--- src/rtl/mdm_pkg.sv ---
package mdm_pkg;
  localparam int REG_W    = 8;
  localparam int LINE_CNT = 4;
  localparam int EVT_CNT  = 2;
  localparam int CTRL_W   = 3;

  typedef enum logic {
    SEL_CTRL  = 1'b0,
    SEL_LINES = 1'b1
  } reg_sel_e;

  // control register bit positions
  localparam int CB_DTR  = 0;
  localparam int CB_RTS  = 1;
  localparam int CB_LOOP = 2;

  // line register field positions (read and write)
  localparam int LB_LVL  = 0;
  localparam int LB_STAT = 4;
  localparam int LB_MASK = 6;
  localparam int WB_MASK = 4;
  localparam int WB_ANY  = 6;

  // index of each line in the synchronised vector
  localparam int IX_RI  = 0;
  localparam int IX_CTS = 1;
  localparam int IX_DCD = 2;
  localparam int IX_DSR = 3;
endpackage

--- src/rtl/mdm_sync.sv ---
module mdm_sync #(
  parameter int WIDTH  = 4,
  parameter int STAGES = 2
) (
  input  logic             clk,
  input  logic             rst_n,
  input  logic [WIDTH-1:0] async_i,
  output logic [WIDTH-1:0] sync_o
);
  logic [WIDTH-1:0] stage_q [STAGES];

  always_ff @(posedge clk or negedge rst_n) begin
    if (!rst_n) begin
      for (int i = 0; i < STAGES; i++) stage_q[i] <= '0;
    end else begin
      stage_q[0] <= async_i;
      for (int i = 1; i < STAGES; i++) stage_q[i] <= stage_q[i-1];
    end
  end

  assign sync_o = stage_q[STAGES-1];
endmodule

--- src/rtl/mdm_edge_flag.sv ---
module mdm_edge_flag (
  input  logic clk,
  input  logic rst_n,
  input  logic level_i,
  input  logic mask_i,
  input  logic any_edge_i,
  input  logic clear_i,
  output logic hit_o,
  output logic stat_o
);
  logic prev_q;
  logic rise, fall;

  assign rise  = level_i & ~prev_q;
  assign fall  = ~level_i & prev_q;
  assign hit_o = mask_i & (rise | (any_edge_i & fall));

  always_ff @(posedge clk or negedge rst_n) begin
    if (!rst_n) begin
      prev_q <= 1'b0;
      stat_o <= 1'b0;
    end else begin
      prev_q <= level_i;
      if (hit_o)        stat_o <= 1'b1;  // set wins over clear
      else if (clear_i) stat_o <= 1'b0;
    end
  end
endmodule

--- src/rtl/mdm_ctrl_reg.sv ---
module mdm_ctrl_reg
  import mdm_pkg::*;
(
  input  logic                clk,
  input  logic                rst_n,
  input  logic                wr_en,
  input  logic                addr,
  input  logic [REG_W-1:0]    wdata,
  output logic [CTRL_W-1:0]   ctrl_q,
  output logic [EVT_CNT-1:0]  mask_q,
  output logic [EVT_CNT-1:0]  any_q
);
  logic unused_wbits;
  assign unused_wbits = ^{wdata[REG_W-1:CTRL_W], wdata[WB_MASK-1:0]};

  always_ff @(posedge clk or negedge rst_n) begin
    if (!rst_n) begin
      ctrl_q <= '0;
      mask_q <= '0;
      any_q  <= '0;
    end else if (wr_en) begin
      if (addr == SEL_CTRL) begin
        ctrl_q <= wdata[CTRL_W-1:0];
      end else begin
        mask_q <= wdata[WB_MASK +: EVT_CNT];
        any_q  <= wdata[WB_ANY  +: EVT_CNT];
      end
    end
  end
endmodule

--- src/rtl/modem_line_monitor.sv ---
module modem_line_monitor
  import mdm_pkg::*;
#(
  parameter int SYNC_STAGES = 2
) (
  input  logic             clk,
  input  logic             rst_n,
  input  logic             wr_en,
  input  logic             rd_en,
  input  logic             addr,
  input  logic [REG_W-1:0] wdata,
  output logic [REG_W-1:0] rdata,
  input  logic             ri_in,
  input  logic             cts_in,
  input  logic             dcd_in,
  input  logic             dsr_in,
  output logic             dtr_n_o,
  output logic             rts_n_o,
  output logic             loop_en_o,
  output logic             irq_o
);
  localparam int PAD_W = REG_W - CTRL_W;

  logic [LINE_CNT-1:0] pins_raw, levels;
  logic [CTRL_W-1:0]   ctrl_q;
  logic [EVT_CNT-1:0]  mask_q, any_q, stat_w, hit_w, evt_level;
  logic                clear_rd;

  assign pins_raw[IX_RI]  = ri_in;
  assign pins_raw[IX_CTS] = cts_in;
  assign pins_raw[IX_DCD] = dcd_in;
  assign pins_raw[IX_DSR] = dsr_in;

  mdm_sync #(.WIDTH(LINE_CNT), .STAGES(SYNC_STAGES)) u_sync (
    .clk(clk), .rst_n(rst_n), .async_i(pins_raw), .sync_o(levels)
  );

  mdm_ctrl_reg u_regs (
    .clk(clk), .rst_n(rst_n), .wr_en(wr_en), .addr(addr), .wdata(wdata),
    .ctrl_q(ctrl_q), .mask_q(mask_q), .any_q(any_q)
  );

  assign evt_level[0] = levels[IX_CTS];
  assign evt_level[1] = levels[IX_DCD];
  assign clear_rd     = rd_en && (addr == SEL_LINES);

  for (genvar k = 0; k < EVT_CNT; k++) begin : g_evt
    mdm_edge_flag u_flag (
      .clk(clk), .rst_n(rst_n), .level_i(evt_level[k]), .mask_i(mask_q[k]),
      .any_edge_i(any_q[k]), .clear_i(clear_rd),
      .hit_o(hit_w[k]), .stat_o(stat_w[k])
    );
  end

  assign dtr_n_o   = ~ctrl_q[CB_DTR];
  assign rts_n_o   = ~ctrl_q[CB_RTS];
  assign loop_en_o = ctrl_q[CB_LOOP];
  assign irq_o     = |(stat_w & mask_q);

  always_ff @(posedge clk or negedge rst_n) begin
    if (!rst_n) begin
      rdata <= '0;
    end else if (rd_en) begin
      if (addr == SEL_CTRL) rdata <= {{PAD_W{1'b0}}, ctrl_q};
      else                  rdata <= {mask_q, stat_w, levels};
    end
  end
endmodule

--- config.mk ---
export PLATFORM = sky130hd
export DESIGN_NAME = modem_line_monitor
export DESIGN_NICKNAME = d
export VERILOG_FILES = /design/src/rtl/mdm_pkg.sv /design/src/rtl/mdm_sync.sv /design/src/rtl/mdm_edge_flag.sv /design/src/rtl/mdm_ctrl_reg.sv /design/src/rtl/modem_line_monitor.sv
export SDC_FILE = /design/constraint.sdc
export NUM_CORES = 1
export LEC_CHECK = 0
export ABC_CLOCK_PERIOD_IN_PS = 1300
export BUFFER_PORTS_ARGS = -buffer_cell sky130_fd_sc_hd__buf_2
export CAP_MARGIN = 20
export CORE_ASPECT_RATIO = 1.2
export CORE_MARGIN = 5
export CORE_UTILIZATION = 50
export CTS_BUF_LIST = sky130_fd_sc_hd__clkbuf_8
export CTS_CLUSTER_SIZE = 40
export DETAILED_ROUTE_END_ITERATION = 10
export PLACE_DENSITY = 0.74
export REMOVE_ABC_BUFFERS = 1
export SYNTH_ARGS = -nofsm -noshare
export SYNTH_HDL_FRONTEND = slang
export SYNTH_SLANG_ARGS = --single-unit
--- constraint.sdc ---
create_clock -name clk -period 1.3 [get_ports clk]
set_input_delay 0.065 -clock clk [delete_from_list [all_inputs] [get_ports clk]]
set_output_delay 0.065 -clock clk [all_outputs]
set_load 0.01 [all_outputs]
### After elaboration in Yosys (flattened, before gate mapping)

Index checks and enable logic that the tools add are counted.

| cells by class | value |
|---|---|
| mux-type cells | 4 |
| bitwise logic cells | 18 |
| reductions and logical operators | 6 |

Operator list:

| operator | count |
|---|---|
| bitwise AND 1 bit | 8 |
| two-way mux 8 bit | 1 |
| inverter 1 bit | 7 |
| AND reduction 2 bit | 2 |
| nonzero test 2 bit | 2 |
| two-way mux 1 bit | 3 |
| bitwise AND 2 bit | 1 |
| bitwise OR 1 bit | 2 |
| OR reduction 2 bit | 1 |
| logical AND 1 bit | 1 |

| storage, ports and cells | value |
|---|---|
| flip-flop bits (word level) | 27 |
| input port bits | 17 |
| output and inout port bits | 12 |
| word-level logic and storage cells | 38 |

### Longest topological paths before layout

Gate-level depths: netlist of the first run.

| depth | value |
|---|---|
| word-level depth | 6 |
| gate-level depth with buffers | 4 |

### Modules after synthesis

A second synthesis of the first run with hierarchy kept.

| second synthesis, totals | value |
|---|---|
| cells, all modules | 77 |
| area, all modules | 1026.0 µm² |

Modules (own cells, without submodules):

| module | instances | cells an instance | area each (µm²) |
|---|---|---|---|
| modem_line_monitor | 1 | 35 | 366.6 |
| mdm_ctrl_reg | 1 | 16 | 266.5 |
| mdm_sync | 1 | 12 | 230.2 |
| mdm_edge_flag | 2 | 7 | 81.3 |

### Worst setup path before layout of the first run

OpenSTA, ideal clock, no wires.

| path | value |
|---|---|
| kind | reg2reg |
| from | register u_regs.mask_q[0] |
| to | register g_evt[0].u_flag.stat_o |
| setup time | 0.126 ns |
| data arrival time | 0.806 ns |
| required time | 1.174 ns |
| setup slack | 0.368 ns |
| cell stages (with the launch flop) | 3 |
| path buffers | 0 |
| path through | dfrtp_1 and4b_1 a221o_1 |

| on the way | value |
|---|---|
| cells in the longest elaborated chain, start to end | 2 |

RTL lines:

| what | RTL line | text |
|---|---|---|
| start, declared | mdm_ctrl_reg.sv:10 | `output logic [EVT_CNT-1:0] mask_q,` |
| start signal, assigned | mdm_ctrl_reg.sv:25 | `mask_q <= wdata[WB_MASK +: EVT_CNT];` |
| bitwise AND 1 bit (*) | mdm_edge_flag.sv:16 | `assign hit_o = mask_i & (rise \| (any_edge_i & fall));` |
| two-way mux 1 bit or nonzero test 2 bit (tied branches) | -- |  |
| end signal, assigned | mdm_edge_flag.sv:21 | `stat_o <= 1'b0;` |
| end signal, assigned | mdm_edge_flag.sv:24 | `if (hit_o) stat_o <= 1'b1;` |
| end signal, assigned | mdm_edge_flag.sv:25 | `else if (clear_i) stat_o <= 1'b0;` |
| end, declared | mdm_edge_flag.sv:9 | `output logic stat_o` |

Every way passes the cells marked *; elsewhere a longest branch is shown, timed or not.
A chain may end at the register's enable or synchronous reset.

### Worst setup path after layout of the first run

| path | value |
|---|---|
| from | register u_regs.mask_q[0] |
| to | output port irq_o |

| on the way | value |
|---|---|
| cells in the longest elaborated chain, start to end | 2 |

RTL lines:

| what | RTL line | text |
|---|---|---|
| bitwise AND 2 bit | modem_line_monitor.sv:58 | `assign irq_o = \|(stat_w & mask_q);` |
| OR reduction 2 bit | modem_line_monitor.sv:58 |  |
| end, declared | modem_line_monitor.sv:20 | `output logic irq_o` |

No other way between the ends.

==> results of run 1 <==
[through the flow]
step | hold WS, ns | utilization, % | cells
after floorplan | -0.2306 | - | 70
after global placement | 0.08573 | 58.43 | 118
after detailed placement | 0.09274 | 58.43 | 118
after CTS | 0.01617 | 63.17 | 127
after global routing | 0.01434 | 63.17 | 127
final | 0.01841 | 63.17 | 127
[cell usage in the layout (no fill, tap or decap), drive strengths merged]
cell / n
buf: 28
a221o: 2
mux2i: 3
nor2: 3
a22o: 1
clkbuf: 3
a21oi: 3
nand3: 5
nand2: 2
and4b: 2
nor2b: 2
dfrtp: 27
o21ai: 5
and2b: 1
inv: 8
dlygate4sd3: 5
mux2: 7
[registers in the layout, indices dropped and copies added, names as in the netlist]
register,count
g_evt.u_flag.prev_q,2
u_sync.stage_q,4
u_regs.ctrl_q,3
u_sync.sync_o,4
g_evt.u_flag.stat_o,2
u_regs.any_q,2
rdata,8
u_regs.mask_q,2
[repair_timing]
item	4_1_cts	5_1_grt
resized for setup	0	0
hold buffers	5	0
endpoints found under the hold margin	31	0
[power groups by stage]
| stage | Clock, W | Combinational (W) | Sequential, W |
|---|---|---|---|
| 4_1_cts | 0.000453 | 0.000284 | 0.000992 |
| 3_3_place_gp | 0 | 0.000264 | 0.00101 |
| 2_1_floorplan | 0 | 0.000132 | 0.00101 |
| 6_report | 0.000437 | 0.000278 | 0.000991 |
| 3_5_place_dp | 0 | 0.000271 | 0.00101 |
| 5_1_grt | 0.000491 | 0.000308 | 0.00100 |
[cells by family after synthesis]
family,after synthesis,synth area share [%]
flops,27,65.77
compound gates,11,6.699
simple gates,15,9.865
buf+inv,10,4.872
mux,10,12.79
[cell type report]
class / count / area (um^2)
Timing Repair Buffer: 33 / 192.7
Fill cell: 152 / 738.2
Clock inverter: 1 / 3.754
Sequential cell: 27 / 675.6
Tap cell: 20 / 25.02
Clock buffer: 3 / 41.29
Inverter: 7 / 26.28
Multi-Input combinational cell: 36 / 301.5
[routing by layer]
layer	share of wire (%)	global-route usage (%)	vias to the layer above	wire, um
met5	0	0	-	0
met4	2.6	7.865	0	42
met3	6.3	2.743	4	103
met2	49	19.27	21	789
met1	42	15.95	294	687
li1	-	-	318	-
[path summary, 6_finish.rpt]
kind / start / end / depth (start not counted)
max: u_regs.mask_q[0] / irq_o / 2
min: wdata[1] / u_regs.ctrl_q[1] / 2
max reg2reg: u_regs.mask_q[1] / g_evt[1].u_flag.stat_o / 2
min reg2reg: u_sync.stage_q[7] / u_sync.sync_o[3] / 0
max in group asynchronous: rst_n / g_evt[0].u_flag.stat_o / 2
min in group asynchronous: rst_n / u_sync.sync_o[3] / 2
[worst register-to-register path, cell delays in order (launching register included)]
cell and delay (ns):
dfrtp_1 0.43, and4b_1 0.20, a221o_1 0.26
==> out/metrics.csv, run 1 <==
stage,metric,value,unit
outcome,outcome,"finished, final reports clean",
placed_design,post_dp_cell_area,1171,um^2
detailed_routing,detail_route.vias_per_cell,5.016,
power_and_ir_drop,power_frac_seq,58.1,%
synthesis,synthDistinctLibCells,18,
timing,max_slew.worst_pin.slew,0.5713,ns
timing,relSlewSlack,61.91,%
timing,rsz0062_at_grt,no,
cells_and_area,layout-drive-gt1-share,37.38,%
detailed_routing,drt.antenna.violating_nets,0,
cells_and_area,area_delta_synth_final,23.26,%
detailed_routing,dr.pass1.iters,4,
setup_path,path_max_fanout,5,
timing,fin_crit,1.128,ns
setup_path,cp-start-kind,register,
setup_path,required,1.24,ns
timing,fin_tns_setup,0,ns
synthesis,synth_commonest_cells,"dfrtp_1, inv_1, mux2_4, nand3_1, o21ai_0",
synthesis,yosys.area.top_type_share,65.77,%
cells_and_area,diodes,0,
power_and_ir_drop,power,0.001706,W
clock_network,cts_sinks,27,
synthesis,synth_edf_count,0,
die,die_x,51.38,um
die,num_rows,18,
placed_design,port_buffers,27,
clock_network,htree_num_levels,1,
die,start_util,51.25,%
synthesis,postSynthCellCount,73,
power_and_ir_drop,power.internal,0.001296,W
synthesis,postSynth.asyncResetShare,100.0,%
detailed_routing,via_count,637,
setup_path,cp_top_family,flip-flops,
clock_network,cts_tree,built,
detailed_routing,drt_iter0_markers,13,
power_and_ir_drop,ir_drop,0.001256,V
clock_network,cts_setup_buffers,0,
synthesis,yosys-top-cells-area,"dfrtp_1, mux2_4, mux2i_1",
power_and_ir_drop,pwr-share-clk,25.6,%
timing,finalCritPeriodShare,86.80,%
timing,setup_viol,0,
grt,grt_max_degree,28,
synthesis,seq_area_frac_synth,65.77,%
setup_path,critical_path.cell_chain,a22o_1 > buf_2,
cells_and_area,layout.nets,125,
grt,grt.total_usage,12.50,%
clock_network,cts.clk_slew.worst_paths,0.08,ns
timing,hold_viol,0,
run,drv_cap,0,
setup_path,cp_data_arrival_time,1.06,ns
setup_path,end_kind,output port,
synthesis,synth.ff_latch_count,27,
grt,grt_pass1_vias,638,
detailed_routing,wirelength,1623,um
die,die_area,3065,um^2
synthesis,yosysTopAreaCell,dfrtp_1,
clock_network,numCtsBuffers,3,
power_and_ir_drop,power_frac_comb,16.3,%
setup_path,slowest_delay,0.42,ns
detailed_routing,drc_errors,0,
grt,antenna_found_initial,0,
detailed_routing,wire_per_inst,12.78,um
setup_path,crit_path_top_delay_cell,dfrtp_1,
grt,grt_pass1_wl,2808,um
timing,drv_slew,0,
power_and_ir_drop,p_leak,0.6481,nW
clock_network,clock_latency,0.26,ns
clock_network,cts_buffer_depth,2,
power_and_ir_drop,power.switching,0.0004095,W
setup_path,worstSetupPathType,reg2out,
synthesis,synth_ff_type,dfrtp_1,
synthesis,synth_most_common_cell,dfrtp_1,
grt,overflow,0,
placed_design,place_congestion,0.7206,
min_path,min_path_type,in2reg,
synthesis,syn_area_per_cell,14.07,um^2
synthesis,syn_area,1027,um^2
cells_and_area,fin_area,1266,um^2
die,coreArea,2004,um^2
power_and_ir_drop,powerDensity,1347,nW/um^2
power_and_ir_drop,p_sw_share,24.01,%
setup_path,crit_buf_inv,1,
timing,clock_skew,0.003333,ns
die,ios,29,
die,die_h,59.65,um
clock_network,cts_root_buf,clkbuf_8,
timing,setup_ws,0.1716,ns
timing,fmax,0.8862,GHz
setup_path,r2r_slack,0.30,ns
synthesis,ys_warn_count,0,
placed_design,dpl_worst_slack,0.2851,ns
No activity file was read; power rests on OpenSTA's default activity.
==> inputs of run 2 (changes only) <==
--- a/config.mk
+++ b/config.mk
@@ -10,11 +10,11 @@
 export CAP_MARGIN = 20
 export CORE_ASPECT_RATIO = 1.2
 export CORE_MARGIN = 5
-export CORE_UTILIZATION = 50
+export CORE_UTILIZATION = 40
 export CTS_BUF_LIST = sky130_fd_sc_hd__clkbuf_8
 export CTS_CLUSTER_SIZE = 40
 export DETAILED_ROUTE_END_ITERATION = 10
-export PLACE_DENSITY = 0.74
+export PLACE_DENSITY = 0.61
 export REMOVE_ABC_BUFFERS = 1
 export SYNTH_ARGS = -nofsm -noshare
 export SYNTH_HDL_FRONTEND = slang
==> run 2 against run 1 <==
Compared with the run above:
- non-clock buffer count unchanged
- die area up 20%
- setup slack worse by 0.013 ns
- via count up 0.31%
- sequential cell count unchanged
- clock power about the same
- critical path depth unchanged
- core utilization down 12 points
- sequential power about the same
- hold slack worse by 0.0062 ns
- combinational power about the same
==> out/metrics.csv, run 2 (synthesized netlist as in run 1, its figures left out) <==
stage,metric,value,unit,change
cells_and_area,fin_cells,140,,+10%
grt,overflow,0,,unchanged
detailed_routing,wirelength,1667,um,+2.7%
setup_path,crit_path_top_delay_cell,dfrtp_1,,
setup_path,cp_data_arrival_time,1.08,ns,+0.02 ns
clock_network,cts.clk_slew.worst_paths,0.08,ns,about the same
power_and_ir_drop,powerDensity,1331,nW/um^2,-1.2%
min_path,min_path_type,in2reg,,
setup_path,cp-endpoint,irq_o,,
die,num_rows,20,,+2
die,die_x,56.26,um,+9.5%
grt,grt_pass1_vias,654,,+2.5%
power_and_ir_drop,p_leak,0.6481,nW,unchanged
timing,fmax,0.8761,GHz,-1.1%
setup_path,cp-start-kind,register,,
setup_path,cp_top_family,flip-flops,,
setup_path,r2r_start,u_regs.mask_q[0],,
setup_path,critPathLaunch,u_regs.mask_q[0],,
detailed_routing,drt.antenna.violating_nets,0,,unchanged
outcome,outcome,"finished, final reports clean",,
timing,setup_viol,0,,unchanged
timing,rsz0062_at_grt,no,,
grt,grt_max_degree,28,,unchanged
setup_path,crit_buf_inv,1,,unchanged
grt,antenna_found_initial,0,,unchanged
clock_network,cts_tree,built,,
placed_design,port_buffers,27,,unchanged
cells_and_area,area_delta_synth_final,24.85,%,
cells_and_area,fin_util,51.25,%,-12 points
setup_path,end_kind,output port,,
clock_network,numCtsBuffers,3,,unchanged
detailed_routing,wire_per_inst,11.91,um,-6.8%
timing,fin_tns_setup,0,ns,unchanged
detailed_routing,drc_errors,0,,unchanged
clock_network,cts_sinks,27,,unchanged
clock_network,cts_buffer_depth,2,,unchanged
clock_network,cts_root_buf,clkbuf_8,,
grt,grt_pass1_wl,2863,um,+2.0%
setup_path,reg2reg_to,g_evt[0].u_flag.stat_o,,
setup_path,slowest_delay,0.43,ns,about the same
placed_design,dpl.hpwl,1192,um,
timing,relSlewSlack,61.08,%,-0.83 points
detailed_routing,via_count,639,,+0.31%
setup_path,cp_num_cells,2,,unchanged
run,drv_cap,0,,unchanged
grt,grt.total_usage,10.03,%,-2.5 points
cells_and_area,final_cell_mix,"dfrtp_1, buf_2, inv_1",,
clock_network,htree_num_levels,1,,unchanged
die,die_area,3686,um^2,+20%
die,coreArea,2502,um^2,+25%
power_and_ir_drop,ir_drop,0.001050,V,-16%
timing,setup_ws,0.1585,ns,-0.01304 ns
cells_and_area,layout-drive-gt1-share,37.38,%,unchanged
placed_design,dp_cells,131,,+11%
die,die_h,65.51,um,+9.8%
detailed_routing,detail_route.vias_per_cell,4.564,,-9.0%
die,ios,29,,unchanged
clock_network,cts_resized,0,,unchanged
cells_and_area,fin_area,1282,um^2,+1.3%
cells_and_area,layout.nets,125,,unchanged
timing,fin_crit,1.141,ns,+0.01304 ns
cells_and_area,largest_register_ff_count,8,,unchanged
setup_path,path_max_fanout,5,,unchanged
detailed_routing,dr.pass1.iters,2,,-2
detailed_routing,drt_iter0_markers,3,,-10
placed_design,post_dp_cell_area,1187,um^2,+1.4%
timing,clock_skew,0.001616,ns,-0.001717 ns
timing,finalCritPeriodShare,87.81,%,+1.0 points
cells_and_area,regMostFlops,rdata,,
timing,drv_slew,0,,unchanged
placed_design,place_congestion,0.6745,,-6.4%
setup_path,worstSetupPathType,reg2out,,
cells_and_area,fill_cells,243,,+60%
timing,max_slew.worst_pin.slew,0.5838,ns,+0.01247 ns
timing,hold_viol,0,,unchanged
setup_path,r2r_slack,0.31,ns,about the same
clock_network,clock_latency,0.26,ns,about the same
setup_path,critical_path.cell_chain,a22o_1 > buf_2,,
setup_path,required,1.24,ns,about the same
setup_path,worst-r2r-cell-count,2,,unchanged
placed_design,dpl_worst_slack,0.2737,ns,-0.01138 ns
cells_and_area,diodes,0,,unchanged
die,start_util,41.05,%,-10 points
-- run 2: cell counts in the layout (fill, tap and decap cells not counted) --
Identical to the previous run, type by type.
-- run 2: metrics by stage --
stage | hold WS [ns] | total power (W)
floorplan | -0.2306 | 0.001146
global placement | 0.09704 | 0.001273
detailed placement | 0.09646 | 0.001283
CTS | 0.009136 | 0.001737
global route | 0.01266 | 0.001811
finish | 0.01218 | 0.001707
-- run 2: worst register-to-register path: cells and delay by family, from the launching register on --
kind	cells	cell delay [ns]
AOI/OAI and AO/OA	1	0.25
DFF	1	0.43
and+or+nand+nor	1	0.20
-- run 2: layout make-up --
type | count | area [um^2] | share of cell area [%]
Timing Repair Buffer | 33 | 192.7 | 15.02
Inverter | 7 | 26.28 | 2.049
Clock inverter | 1 | 3.754 | 0.2927
Clock buffer | 3 | 41.29 | 3.220
Tap cell | 33 | 41.29 | 3.220
Multi-Input combinational cell | 36 | 301.5 | 23.51
Sequential cell | 27 | 675.6 | 52.68
-- run 2: how the worst min path moves through the flow --
stage / end / slack [ns] / start / cells after the start
final: u_regs.ctrl_q[1] / 0.01 / wdata[1] / 2
after global routing: u_regs.ctrl_q[1] / 0.01 / wdata[1] / 2
after CTS: u_regs.ctrl_q[1] / 0.009 / wdata[1] / 2
after detailed placement: u_sync.stage_q[4] / 0.1 / rst_n / 1
after global placement: u_sync.stage_q[4] / 0.1 / rst_n / 1
after floorplan: g_evt[0].u_flag.prev_q / -0.23 / rst_n / 0
-- run 2: report_power, final --
part | switching, W | internal (W) | total [W]
logic | 0.000125 | 0.000154 | 0.000278
registers | 0.0000584 | 0.000932 | 0.000990
clock network | 0.000228 | 0.000211 | 0.000439
total | 0.000411 | 0.00130 | 0.00171
-- run 2: repair_timing --
item,CTS,global route
endpoints found under the hold margin,31,0
setup buffers,0,0
endpoints found under the setup margin,0,0
hold buffers,5,0
-- run 2: routing by layer --
layer	GRT usage (%)	part of all wire [%]	wire length, um
met2	18.86	54	897
met1	10.65	40	664
met5	0	0	0
met3	2.161	5.0	83
met4	4.451	1.3	21
==> inputs of run 3 (changes only) <==
--- a/config.mk
+++ b/config.mk
@@ -5,10 +5,10 @@
 export SDC_FILE = /design/constraint.sdc
 export NUM_CORES = 1
 export LEC_CHECK = 0
-export ABC_CLOCK_PERIOD_IN_PS = 1300
+export ABC_CLOCK_PERIOD_IN_PS = 1400
 export BUFFER_PORTS_ARGS = -buffer_cell sky130_fd_sc_hd__buf_2
 export CAP_MARGIN = 20
-export CORE_ASPECT_RATIO = 1.2
+export CORE_ASPECT_RATIO = 1.5
 export CORE_MARGIN = 5
 export CORE_UTILIZATION = 40
 export CTS_BUF_LIST = sky130_fd_sc_hd__clkbuf_8
==> constraint.sdc (replaced) <==
create_clock -name clk -period 1.4 [get_ports clk]
set_input_delay 0.07 -clock clk [delete_from_list [all_inputs] [get_ports clk]]
set_output_delay 0.07 -clock clk [all_outputs]
set_load 0.01 [all_outputs]
==> run 3 against run 2 <==
Compared with the run above:
- die area rose by 0.45%
- power is 6.8% lower
- setup slack improved by 0.10 ns
==> out/metrics.csv, run 3 (synthesized netlist as in run 1, its figures left out) <==
stage,metric,value,unit,change
outcome,outcome,"finished, final reports clean",,
setup_path,cp-start-kind,register,,
cells_and_area,regMostFlops,rdata,,
detailed_routing,drt_iter0_markers,5,,+2
die,num_rows,22,,+10%
timing,rsz0062_at_grt,no,,
die,die_h,72.07,um,+10%
power_and_ir_drop,power,0.001591,W,-6.8%
run,drv_cap,0,,unchanged
power_and_ir_drop,p_leak,0.6433,nW,-0.74%
die,start_util,41.93,%,+0.88 points
power_and_ir_drop,powerDensity,1259,nW/um^2,-5.4%
power_and_ir_drop,pwr-share-clk,25.9,%,+0.2 points
timing,max_slew.worst_pin.slew,0.5804,ns,-0.003336 ns
clock_network,cts_tree,built,,
clock_network,cts.clk_slew.worst_paths,0.09,ns,about the same
timing,clock_skew,0.005151,ns,+0.003535 ns
setup_path,worstSetupPathType,reg2out,,
detailed_routing,wire_per_inst,13.16,um,+11%
timing,fin_crit,1.141,ns,
placed_design,port_buffers,27,,unchanged
min_path,min_path_type,in2reg,,
grt,overflow,0,,unchanged
placed_design,place_congestion,0.6866,,+1.8%
setup_path,cp_data_arrival_time,1.07,ns,about the same
grt,grt.total_usage,10.31,%,+0.27 points
power_and_ir_drop,ir_drop,0.0006569,V,-37%
clock_network,cts_resized,0,,unchanged
die,ios,29,,unchanged
die,coreArea,2450,um^2,-2.1%
cells_and_area,layout-drive-gt1-share,36.79,%,-0.59 points
die,die_x,51.38,um,-8.7%
grt,grt_pass1_vias,631,,-3.5%
timing,relSlewSlack,61.30,%,+0.22 points
timing,setup_viol,0,,unchanged
detailed_routing,drt.antenna.violating_nets,0,,unchanged
clock_network,htree_num_levels,1,,unchanged
timing,fmax,0.8765,GHz,
grt,grt_pass1_wl,2863,um,unchanged
timing,hold_viol,0,,unchanged
cells_and_area,fin_util,51.58,%,+0.33 points
cells_and_area,area_delta_synth_final,23.02,%,
cells_and_area,final_cell_mix,"dfrtp_1, buf_2, inv_1",,
power_and_ir_drop,power_frac_comb,16.2,%,about the same
power_and_ir_drop,power.internal,0.001202,W,-7.3%
power_and_ir_drop,power_frac_seq,57.9,%,about the same
clock_network,cts_setup_buffers,0,,unchanged
setup_path,path_max_fanout,5,,unchanged
die,die_area,3702,um^2,+0.45%
detailed_routing,dr.pass1.iters,2,,unchanged
detailed_routing,via_count,648,,+1.4%
timing,fin_tns_setup,0,ns,unchanged
timing,finalCritPeriodShare,81.49,%,
grt,grt_max_degree,28,,unchanged
detailed_routing,wirelength,1711,um,+2.6%
detailed_routing,detail_route.vias_per_cell,4.985,,+9.2%
setup_path,end_kind,output port,,
clock_network,cts_root_buf,clkbuf_8,,
cells_and_area,diodes,0,,unchanged
detailed_routing,drc_errors,0,,unchanged
timing,drv_slew,0,,unchanged
grt,antenna_found_initial,0,,unchanged
power_and_ir_drop,p_sw_share,24.46,%,+0.39 points
clock_network,clock_latency,0.26,ns,about the same
clock_network,numCtsBuffers,3,,unchanged
cells_and_area,fin_cells,130,,-7.1%
cells_and_area,largest_register_ff_count,8,,unchanged
setup_path,required,1.33,ns,+0.09 ns
placed_design,dp_cells,121,,-7.6%
cells_and_area,layout.nets,124,,-0.80%
clock_network,cts_buffer_depth,2,,unchanged
clock_network,cts_sinks,27,,unchanged
power_and_ir_drop,power.switching,0.0003892,W,-5.3%
==> run 3: cell types whose count changed in the layout (fill, tap and decap cells not counted) <==
cell,before,now
buf_4,1,0
==> run 3: power by group through the flow <==
| stage | clock, W | sequential [W] | combinational [W] |
|---|---|---|---|
| after CTS | 0.000434 | 0.000924 | 0.000264 |
| after detailed placement | 0 | 0.000939 | 0.000253 |
| after global placement | 0 | 0.000934 | 0.000245 |
| after floorplan | 0 | 0.000941 | 0.000123 |
| after global routing | 0.000472 | 0.000934 | 0.000285 |
| final | 0.000412 | 0.000920 | 0.000258 |
==> run 3: metal layers <==
| metal | part of all wire, % | GRT usage [%] | vias up |
|---|---|---|---|
| met1 | 40 | 12.87 | 315 |
| met4 | 0.47 | 5.248 | 0 |
| met5 | 0 | 0 | - |
| met3 | 6.3 | 2.464 | 2 |
| met2 | 53 | 16.43 | 17 |
| li1 | - | - | 314 |
==> run 3: repair_timing <==
| item | 4_1_cts | 5_1_grt |
|---|---|---|
| endpoints found under the hold margin | 31 | 0 |
| hold buffers | 5 | 0 |
| setup endpoints to repair | 0 | 0 |
==> run 3: final cells by class <==
| cell class | count | area (um^2) |
|---|---|---|
| timing repair buffer | 32 | 185.2 |
| fill | 236 | 1186 |
| clock buffer | 3 | 41.29 |
| clock inverter | 1 | 3.754 |
| multi-input combinational | 36 | 301.5 |
| tap | 24 | 30.03 |
| inverter | 7 | 26.28 |
| sequential | 27 | 675.6 |
==> run 3: worst max-delay path, stage by stage (launching register included) <==
cell,delay (ns)
dfrtp_1,0.42
a22o_1,0.25
buf_2,0.14
==> run 3: stage by stage <==
step,hold slack [ns],worst slack [ns],cell area (um^2)
2_1_floorplan,-0.2256,0.4684,1003
3_3_place_gp,0.09607,0.3797,1169
3_5_place_dp,0.1034,0.3655,1169
4_1_cts,0.01187,0.2424,1264
5_1_grt,0.01826,0.2122,1264
6_report,0.01984,0.2591,1264
==> run 3: worst paths after layout <==
path / from / endpoint / slack (ns) / cells past startpoint
min: wdata[1] / u_regs.ctrl_q[1] / 0.02 / 2
max in group asynchronous: rst_n / u_regs.ctrl_q[2] / 0.68 / 2
min in group asynchronous: rst_n / rdata[6] / 0.33 / 2
max: u_regs.mask_q[0] / irq_o / 0.26 / 2
max reg2reg: u_regs.mask_q[0] / g_evt[0].u_flag.stat_o / 0.40 / 2
min reg2reg: u_sync.stage_q[7] / u_sync.sync_o[3] / 0.36 / 0
